**config.mk**
```make
export PLATFORM = sky130hd
export DESIGN_NAME = dacCalPipeline
export DESIGN_NICKNAME = d
export VERILOG_FILES = /design/src/rtl/dacCalPkg.sv /design/src/rtl/calCtrl.sv /design/src/rtl/calDatapath.sv /design/src/rtl/dacCalPipeline.sv
export SDC_FILE = /design/constraint.sdc
export NUM_CORES = 1
export LEC_CHECK = 0
export ABC_AREA = 1
export BUFFER_PORTS_ARGS = -buffer_cell sky130_fd_sc_hd__buf_2
export CORE_AREA = 2 2 213 215
export DETAILED_ROUTE_END_ITERATION = 8
export DIE_AREA = 0 0 215 217
export GPL_ROUTABILITY_DRIVEN = 0
export MAX_ROUTING_LAYER = met4
export SLEW_MARGIN = 25
export SYNTH_ARGS = -nofsm -noshare
export SYNTH_HDL_FRONTEND = slang
export SYNTH_SLANG_ARGS = --single-unit
```
**constraint.sdc**
```tcl
create_clock -name clk -period 14.75 [get_ports clk]
set_clock_uncertainty 0.05 [all_clocks]
set_input_delay 1.475 -clock clk [delete_from_list [all_inputs] [get_ports clk]]
set_output_delay 1.475 -clock clk [all_outputs]
set_load 0.005 [all_outputs]
```
**src/rtl/dacCalPkg.sv**
```systemverilog
package dacCalPkg;

  // Strobes from the stage sequencer to the datapath registers
  typedef struct packed {
    logic load1;   // capture a new request into stage one
    logic adv12;   // move stage one contents into stage two
    logic adv23;   // move stage two contents into stage three
    logic wb;      // clamp stage three and write the bank
  } calStrobes_t;

endpackage

```
**src/rtl/calCtrl.sv**
```systemverilog
module calCtrl
  import dacCalPkg::*;
#(
  parameter int S1_CYC = 130,
  parameter int S2_CYC = 130,
  parameter int S3_CYC = 70
) (
  input  logic        clk,
  input  logic        rstN,
  input  logic        startReq,
  output calStrobes_t strb,
  output logic        stage1Busy,
  output logic        overrun
);

  localparam int MAX12 = (S1_CYC > S2_CYC) ? S1_CYC : S2_CYC;
  localparam int MAXC  = (MAX12 > S3_CYC) ? MAX12 : S3_CYC;
  localparam int CNT_W = $clog2(MAXC + 1);
  localparam logic [CNT_W-1:0] LAST1 = CNT_W'(S1_CYC - 1);
  localparam logic [CNT_W-1:0] LAST2 = CNT_W'(S2_CYC - 1);
  localparam logic [CNT_W-1:0] LAST3 = CNT_W'(S3_CYC - 1);

  logic             s1V, s2V, s3V;
  logic [CNT_W-1:0] c1, c2, c3;
  logic             end1, end2, end3;
  logic             adv12, adv23, wbNow, accept;

  assign end1  = s1V && (c1 == LAST1);
  assign end2  = s2V && (c2 == LAST2);
  assign end3  = s3V && (c3 == LAST3);
  assign wbNow = end3;
  assign adv23 = end2 && (!s3V || wbNow);
  assign adv12 = end1 && (!s2V || adv23);
  assign accept = startReq && (!s1V || adv12);

  assign stage1Busy = s1V && !adv12;

  always_comb begin
    strb.load1 = accept;
    strb.adv12 = adv12;
    strb.adv23 = adv23;
    strb.wb    = wbNow;
  end

  always_ff @(posedge clk) begin
    if (!rstN) begin
      s1V     <= 1'b0;
      s2V     <= 1'b0;
      s3V     <= 1'b0;
      c1      <= '0;
      c2      <= '0;
      c3      <= '0;
      overrun <= 1'b0;
    end else begin
      overrun <= startReq && !accept;

      if (accept)      s1V <= 1'b1;
      else if (adv12)  s1V <= 1'b0;
      if (accept)             c1 <= '0;
      else if (s1V && !end1)  c1 <= c1 + 1'b1;

      if (adv12)       s2V <= 1'b1;
      else if (adv23)  s2V <= 1'b0;
      if (adv12)              c2 <= '0;
      else if (s2V && !end2)  c2 <= c2 + 1'b1;

      if (adv23)       s3V <= 1'b1;
      else if (wbNow)  s3V <= 1'b0;
      if (adv23)              c3 <= '0;
      else if (s3V && !end3)  c3 <= c3 + 1'b1;
    end
  end


  stage2_order_chk: assert property (@(posedge clk) disable iff (!rstN)
    $rose(s2V) |-> $past(s1V));

  stage3_order_chk: assert property (@(posedge clk) disable iff (!rstN)
    $rose(s3V) |-> $past(s2V));

  overrun_needs_busy_chk: assert property (@(posedge clk) disable iff (!rstN)
    overrun |-> $past(stage1Busy));

  stage1_hold_chk: assert property (@(posedge clk) disable iff (!rstN)
    (s1V && !end1) |=> s1V);

endmodule

```
**src/rtl/calDatapath.sv**
```systemverilog
module calDatapath
  import dacCalPkg::*;
#(
  parameter int NUM_CH = 4,
  parameter int DATA_W = 16
) (
  input  logic                     clk,
  input  logic                     rstN,
  input  calStrobes_t              strb,
  input  logic [$clog2(NUM_CH)-1:0] inChan,
  input  logic [DATA_W-1:0]        inX1,
  input  logic [DATA_W-1:0]        inGain,
  input  logic [DATA_W-1:0]        inOffset,
  output logic                     x2Valid,
  output logic [$clog2(NUM_CH)-1:0] x2Chan,
  output logic [DATA_W-1:0]        x2Data,
  output logic [NUM_CH*DATA_W-1:0] x2Flat
);

  localparam int CH_W   = $clog2(NUM_CH);
  localparam int PROD_W = 2 * DATA_W + 1;
  localparam int SUM_W  = DATA_W + 3;
  localparam logic signed [SUM_W-1:0] HALF = SUM_W'(1) <<< (DATA_W - 1);
  localparam logic signed [SUM_W-1:0] TOP  = (SUM_W'(1) <<< DATA_W) - 1;

  // stage one: captured operands
  logic [DATA_W-1:0] s1X1, s1Gain, s1Off;
  logic [CH_W-1:0]   s1Chan;
  // stage two: gain product
  logic [PROD_W-1:0] s2Prod;
  logic [DATA_W-1:0] s2Off;
  logic [CH_W-1:0]   s2Chan;
  // stage three: scaled sum
  logic signed [SUM_W-1:0] s3Sum;
  logic [CH_W-1:0]         s3Chan;

  logic [PROD_W-1:0]       prodNext;
  logic signed [SUM_W-1:0] sumNext;
  logic [DATA_W-1:0]       clampVal;
  logic [DATA_W-1:0]       bank [NUM_CH];

  assign prodNext = PROD_W'(s1X1) * (PROD_W'(s1Gain) + PROD_W'(1));
  assign sumNext  = $signed(SUM_W'(s2Prod[PROD_W-1:DATA_W]))
                  + $signed(SUM_W'(s2Off)) - HALF;

  always_comb begin
    if (s3Sum < 0)          clampVal = '0;
    else if (s3Sum > TOP)   clampVal = '1;
    else                    clampVal = s3Sum[DATA_W-1:0];
  end

  always_ff @(posedge clk) begin
    if (!rstN) begin
      s1X1 <= '0; s1Gain <= '0; s1Off <= '0; s1Chan <= '0;
      s2Prod <= '0; s2Off <= '0; s2Chan <= '0;
      s3Sum <= '0; s3Chan <= '0;
      x2Valid <= 1'b0; x2Chan <= '0; x2Data <= '0;
    end else begin
      if (strb.load1) begin
        s1X1   <= inX1;
        s1Gain <= inGain;
        s1Off  <= inOffset;
        s1Chan <= inChan;
      end
      if (strb.adv12) begin
        s2Prod <= prodNext;
        s2Off  <= s1Off;
        s2Chan <= s1Chan;
      end
      if (strb.adv23) begin
        s3Sum  <= sumNext;
        s3Chan <= s2Chan;
      end
      x2Valid <= strb.wb;
      if (strb.wb) begin
        x2Chan <= s3Chan;
        x2Data <= clampVal;
      end
    end
  end

  for (genvar g = 0; g < NUM_CH; g++) begin : gBank
    always_ff @(posedge clk) begin
      if (!rstN)                                  bank[g] <= '0;
      else if (strb.wb && s3Chan == CH_W'(g))     bank[g] <= clampVal;
    end
    assign x2Flat[g*DATA_W +: DATA_W] = bank[g];
  end


  valid_single_pulse_chk: assert property (@(posedge clk) disable iff (!rstN)
    x2Valid |=> !x2Valid);

  result_matches_bank_chk: assert property (@(posedge clk) disable iff (!rstN)
    x2Valid |-> (x2Data == bank[x2Chan]));

endmodule

```
**src/rtl/dacCalPipeline.sv**
```systemverilog
module dacCalPipeline
  import dacCalPkg::*;
#(
  parameter int NUM_CH = 4,
  parameter int DATA_W = 16,
  parameter int S1_CYC = 130,
  parameter int S2_CYC = 130,
  parameter int S3_CYC = 70
) (
  input  logic                      clk,
  input  logic                      rstN,
  input  logic                      wrDone,
  input  logic                      ctrlUpd,
  input  logic [$clog2(NUM_CH)-1:0] wrChan,
  input  logic [DATA_W-1:0]         wrX1,
  input  logic [DATA_W-1:0]         wrGain,
  input  logic [DATA_W-1:0]         wrOffset,
  output logic                      stage1Busy,
  output logic                      overrun,
  output logic                      x2Valid,
  output logic [$clog2(NUM_CH)-1:0] x2Chan,
  output logic [DATA_W-1:0]         x2Data,
  output logic [NUM_CH*DATA_W-1:0]  x2Flat
);

  calStrobes_t strb;
  logic        startReq;

  assign startReq = wrDone | ctrlUpd;

  calCtrl #(.S1_CYC(S1_CYC), .S2_CYC(S2_CYC), .S3_CYC(S3_CYC)) u_ctrl (
    .clk(clk), .rstN(rstN), .startReq(startReq), .strb(strb),
    .stage1Busy(stage1Busy), .overrun(overrun)
  );

  calDatapath #(.NUM_CH(NUM_CH), .DATA_W(DATA_W)) u_dp (
    .clk(clk), .rstN(rstN), .strb(strb), .inChan(wrChan), .inX1(wrX1),
    .inGain(wrGain), .inOffset(wrOffset), .x2Valid(x2Valid),
    .x2Chan(x2Chan), .x2Data(x2Data), .x2Flat(x2Flat)
  );

endmodule

```
==> out/metrics.csv <==
metric,value,unit
status,completed,
clk sink count,217,
Crit path arrival time,7.90,ns
initial DRC count,1238,
final worst path period need,7.512,ns
crit path kind,flip-flop to flip-flop,
Placed Cells,3025,
switching pwr,429.0,uW
Power Density,71.29,nW/um^2
Die Span Y,217,um
via/cell ratio,5.109,
row cnt,78,
Ys Warns,0,
H-tree depth,1,
# nets final,2839,
final hold vios,0,
most common flop cell mapped by yosys,dfxtp_1,
Worst EP required,15.14,ns
first-pass GRT wire length,83.43,mm
Via Count,15663,
core box area,44700,sq um
Starting Density,41.34,%
footprint of the multi-input gates,11450,sq um
number of synthesized register bits,217,
setup_tns,0,ns
maxcap violations,0,
Mean Syn Cell Area,7.833,sq um
total I/O pin count,139,
clk_lat worst skew,0.54,ns
Sequential Power Share,45.2,%
gr usage total,23.08,%
TritonCTS Buffers,23,
type of destination of the critical path,flip-flop,
Peak Freq,133.1,MHz
vias in the first global route,15625,
Die X-Extent,215,um
Non-Filler Instances,3066,
wire per inst,16.71,um
"Hold-fix buffers, CTS",0,
VDD IR max,80.15,uV
unrepaired setup endpoints after global routing,false,
final worst path period share,50.93,%
pre-CTS WS,7.287,ns
"Slew Viols, Final",0,
Layout area overhead,10.02,%
Startpoint Class,flip-flop,
Comb pwr share,16.6,%
sw frac,29.60,%
"FFs w/ async S/R, synth",0,%
"Seq/Total Area, Yosys",26.98,%
Clock Pin Slew Worst Setup and Hold Paths,0.06,ns
Post-synth EDFFs,64,
Longest Clk Path Bufs,3,
initial antenna violation count,0,
IO buf count,138,
synth unique cells,48,
"Non-Filler Cell Area, Final",20330,sq um
DRC,0,
Initial DRT Pass Iterations,5,
Post-Syn Area,18480,sq um
largest net degree at the start of global routing,68,
final worst slack,7.238,ns
Lkg Pwr,0.009514,uW
detailed-route wire length,51.23,mm
P_int,1020,uW
Register Area,4985,sq um
Clk pwr share,38.2,%
"Net Count, Synth",2748,
Util after Layout,45.48,%
Root Buffer,clkbuf_16,
HP Class,flip-flop to flip-flop,
setup violators final,0,
Final ANT Viol Nets,0,
Post-DP HPWL,40.38,mm
post-synthesis cell count,2359,
crit-path max FO,16,
layout cell share with drive strength beyond 1,8.962,%
DP Area,19620,sq um
n_diodes,0,
gr ovfl total,0,
Slew Limit Headroom,28.78,%
TritonCTS clock tree,done,
postcts setup bufs,0,
die area,46660,sq um
fill count,4494,
Tightest Pin Transition,1.057,ns
post-cts resize count,0,
## metal layers
metal / vias to the layer above / global-route usage (%) / part of all wire [%]
met4: 0 / 5.793 / 2.4
met2: 611 / 36.73 / 45
met3: 86 / 3.536 / 7.7
met5: - / - / 0
li1: 7439 / - / -
met1: 7527 / 31.05 / 45
## metrics by stage
stage | total power [uW] | hold slack [ns]
after floorplan | 822.2 | 0.3706
after global placement | 904.6 | 0.3863
after detailed placement | 907.2 | 0.3866
after CTS | 1460 | 0.4005
after global routing | 1517 | 0.4224
final | 1449 | 0.4010
## sequential cells by signal, summed over array words and instances, names as in the netlist, 2 cells and up
name / flops
u_dp.s2Off: 16
u_ctrl.c2: 8
u_dp.s3Sum: 19
u_dp.x2Chan: 2
u_dp.s1Off: 16
u_dp.s1Chan: 2
u_dp.s2Chan: 2
u_dp.s1X1: 16
u_dp.bank: 64
u_ctrl.c3: 8
u_dp.s2Prod: 17
u_ctrl.c1: 8
u_dp.x2Data: 16
u_dp.s3Chan: 2
u_dp.s1Gain: 16
## cell type report
cell class | instances | share of cell area, %
Timing Repair Buffer | 148 | 3.767
Clock inverter | 13 | 0.5478
Tap cell | 600 | 3.693
Inverter | 446 | 8.235
Multi-Input combinational cell | 1614 | 56.31
Clock buffer | 28 | 2.923
Sequential cell | 217 | 24.52
## cell usage in the layout (no fill, tap or decap), types with 3 or more instances in the layout
master and instances:
buf_2 138, nand2_1 467, clkbuf_1 5, nor4_1 3, fa_1 208, o21bai_1 5, xor2_1 14, nor2_1 329
edfxtp_1 64, xnor2_1 5, o22ai_1 3, nand3_1 120, nand4_1 16, a21oi_1 145, nor2_4 3, buf_4 10
inv_1 432, inv_2 10, ha_1 127, o21ai_0 86, clkbuf_16 23, a21o_1 8, or2_1 3, dfxtp_1 153
clkinv_2 5, nor3_1 17, clkinv_1 7, or2_2 7, nand2_2 6, o21ai_1 16
## worst max-delay path, cell delays in order (launching register included)
cell	delay, ns
dfxtp_1	0.75
ha_1	0.25
nand3_1	0.11
inv_1	0.11
nand2_1	0.07
xor2_1	0.59
inv_1	0.53
nand2_1	0.19
fa_1	0.45
fa_1	0.51
inv_1	0.05
fa_1	0.46
fa_1	0.52
fa_1	0.54
inv_1	0.05
fa_1	0.52
inv_1	0.04
ha_1	0.35
a21oi_1	0.27
o21ai_0	0.19
a21oi_1	0.27
nor2_1	0.07
nor2_1	0.12
nand2_1	0.07
nand2_1	0.06
nand3_1	0.06
nand2_1	0.09
inv_1	0.04
## path summary, 6_finish.rpt
kind,start,to,slack [ns],depth (start not counted)
max,u_dp.s1Gain[0]$_SDFFE_PN0P_,u_dp.s2Prod[28]$_SDFFE_PN0P_,7.24,27
min,u_dp.s3Sum[5]$_SDFFE_PN0P_,u_dp.s3Sum[5]$_SDFFE_PN0P_,0.40,2
max reg2reg,u_dp.s1Gain[0]$_SDFFE_PN0P_,u_dp.s2Prod[28]$_SDFFE_PN0P_,7.24,27
min reg2reg,u_dp.s3Sum[5]$_SDFFE_PN0P_,u_dp.s3Sum[5]$_SDFFE_PN0P_,0.40,2
## cells by family (layout without fill, tap and decap cells)
logic type	Yosys count	count (layout)	synth area share [%]
AND/OR/NAND/NOR	986	986	21.97
AO/OA/AOI/OAI	272	272	7.692
buffers and inverters	528	635	11.15
XOR/XNOR	21	21	1.077
adder cells (fa/ha/maj)	335	335	31.13
flip-flops	217	217	26.98
## synthesized netlist by cell type, types with 8 or more instances
master	count	share of area (%)
a21o_1	8	0.33
a21oi_1	145	3.9
buf_2	14	0.38
clkbuf_1	57	1.2
dfxtp_1	153	17
edfxtp_1	64	10
fa_1	208	23
ha_1	127	8.6
inv_1	433	8.8
inv_2	9	0.18
nand2_1	467	9.5
nand3_1	120	3.3
nand4_1	16	0.54
nor2_1	330	6.7
nor3_1	17	0.46
o21ai_0	89	2.4
o21ai_1	13	0.35
or2_2	8	0.27
xor2_1	14	0.66
## power groups by stage
stage	clock (uW)	combinational, uW	sequential [uW]
6_report	553	241	655
5_1_grt	585	275	657
4_1_cts	564	242	654
3_5_place_dp	0	240	667
3_3_place_gp	0	238	667
2_1_floorplan	0	168	655
Note: power is estimated with default switching activity, not from simulation.
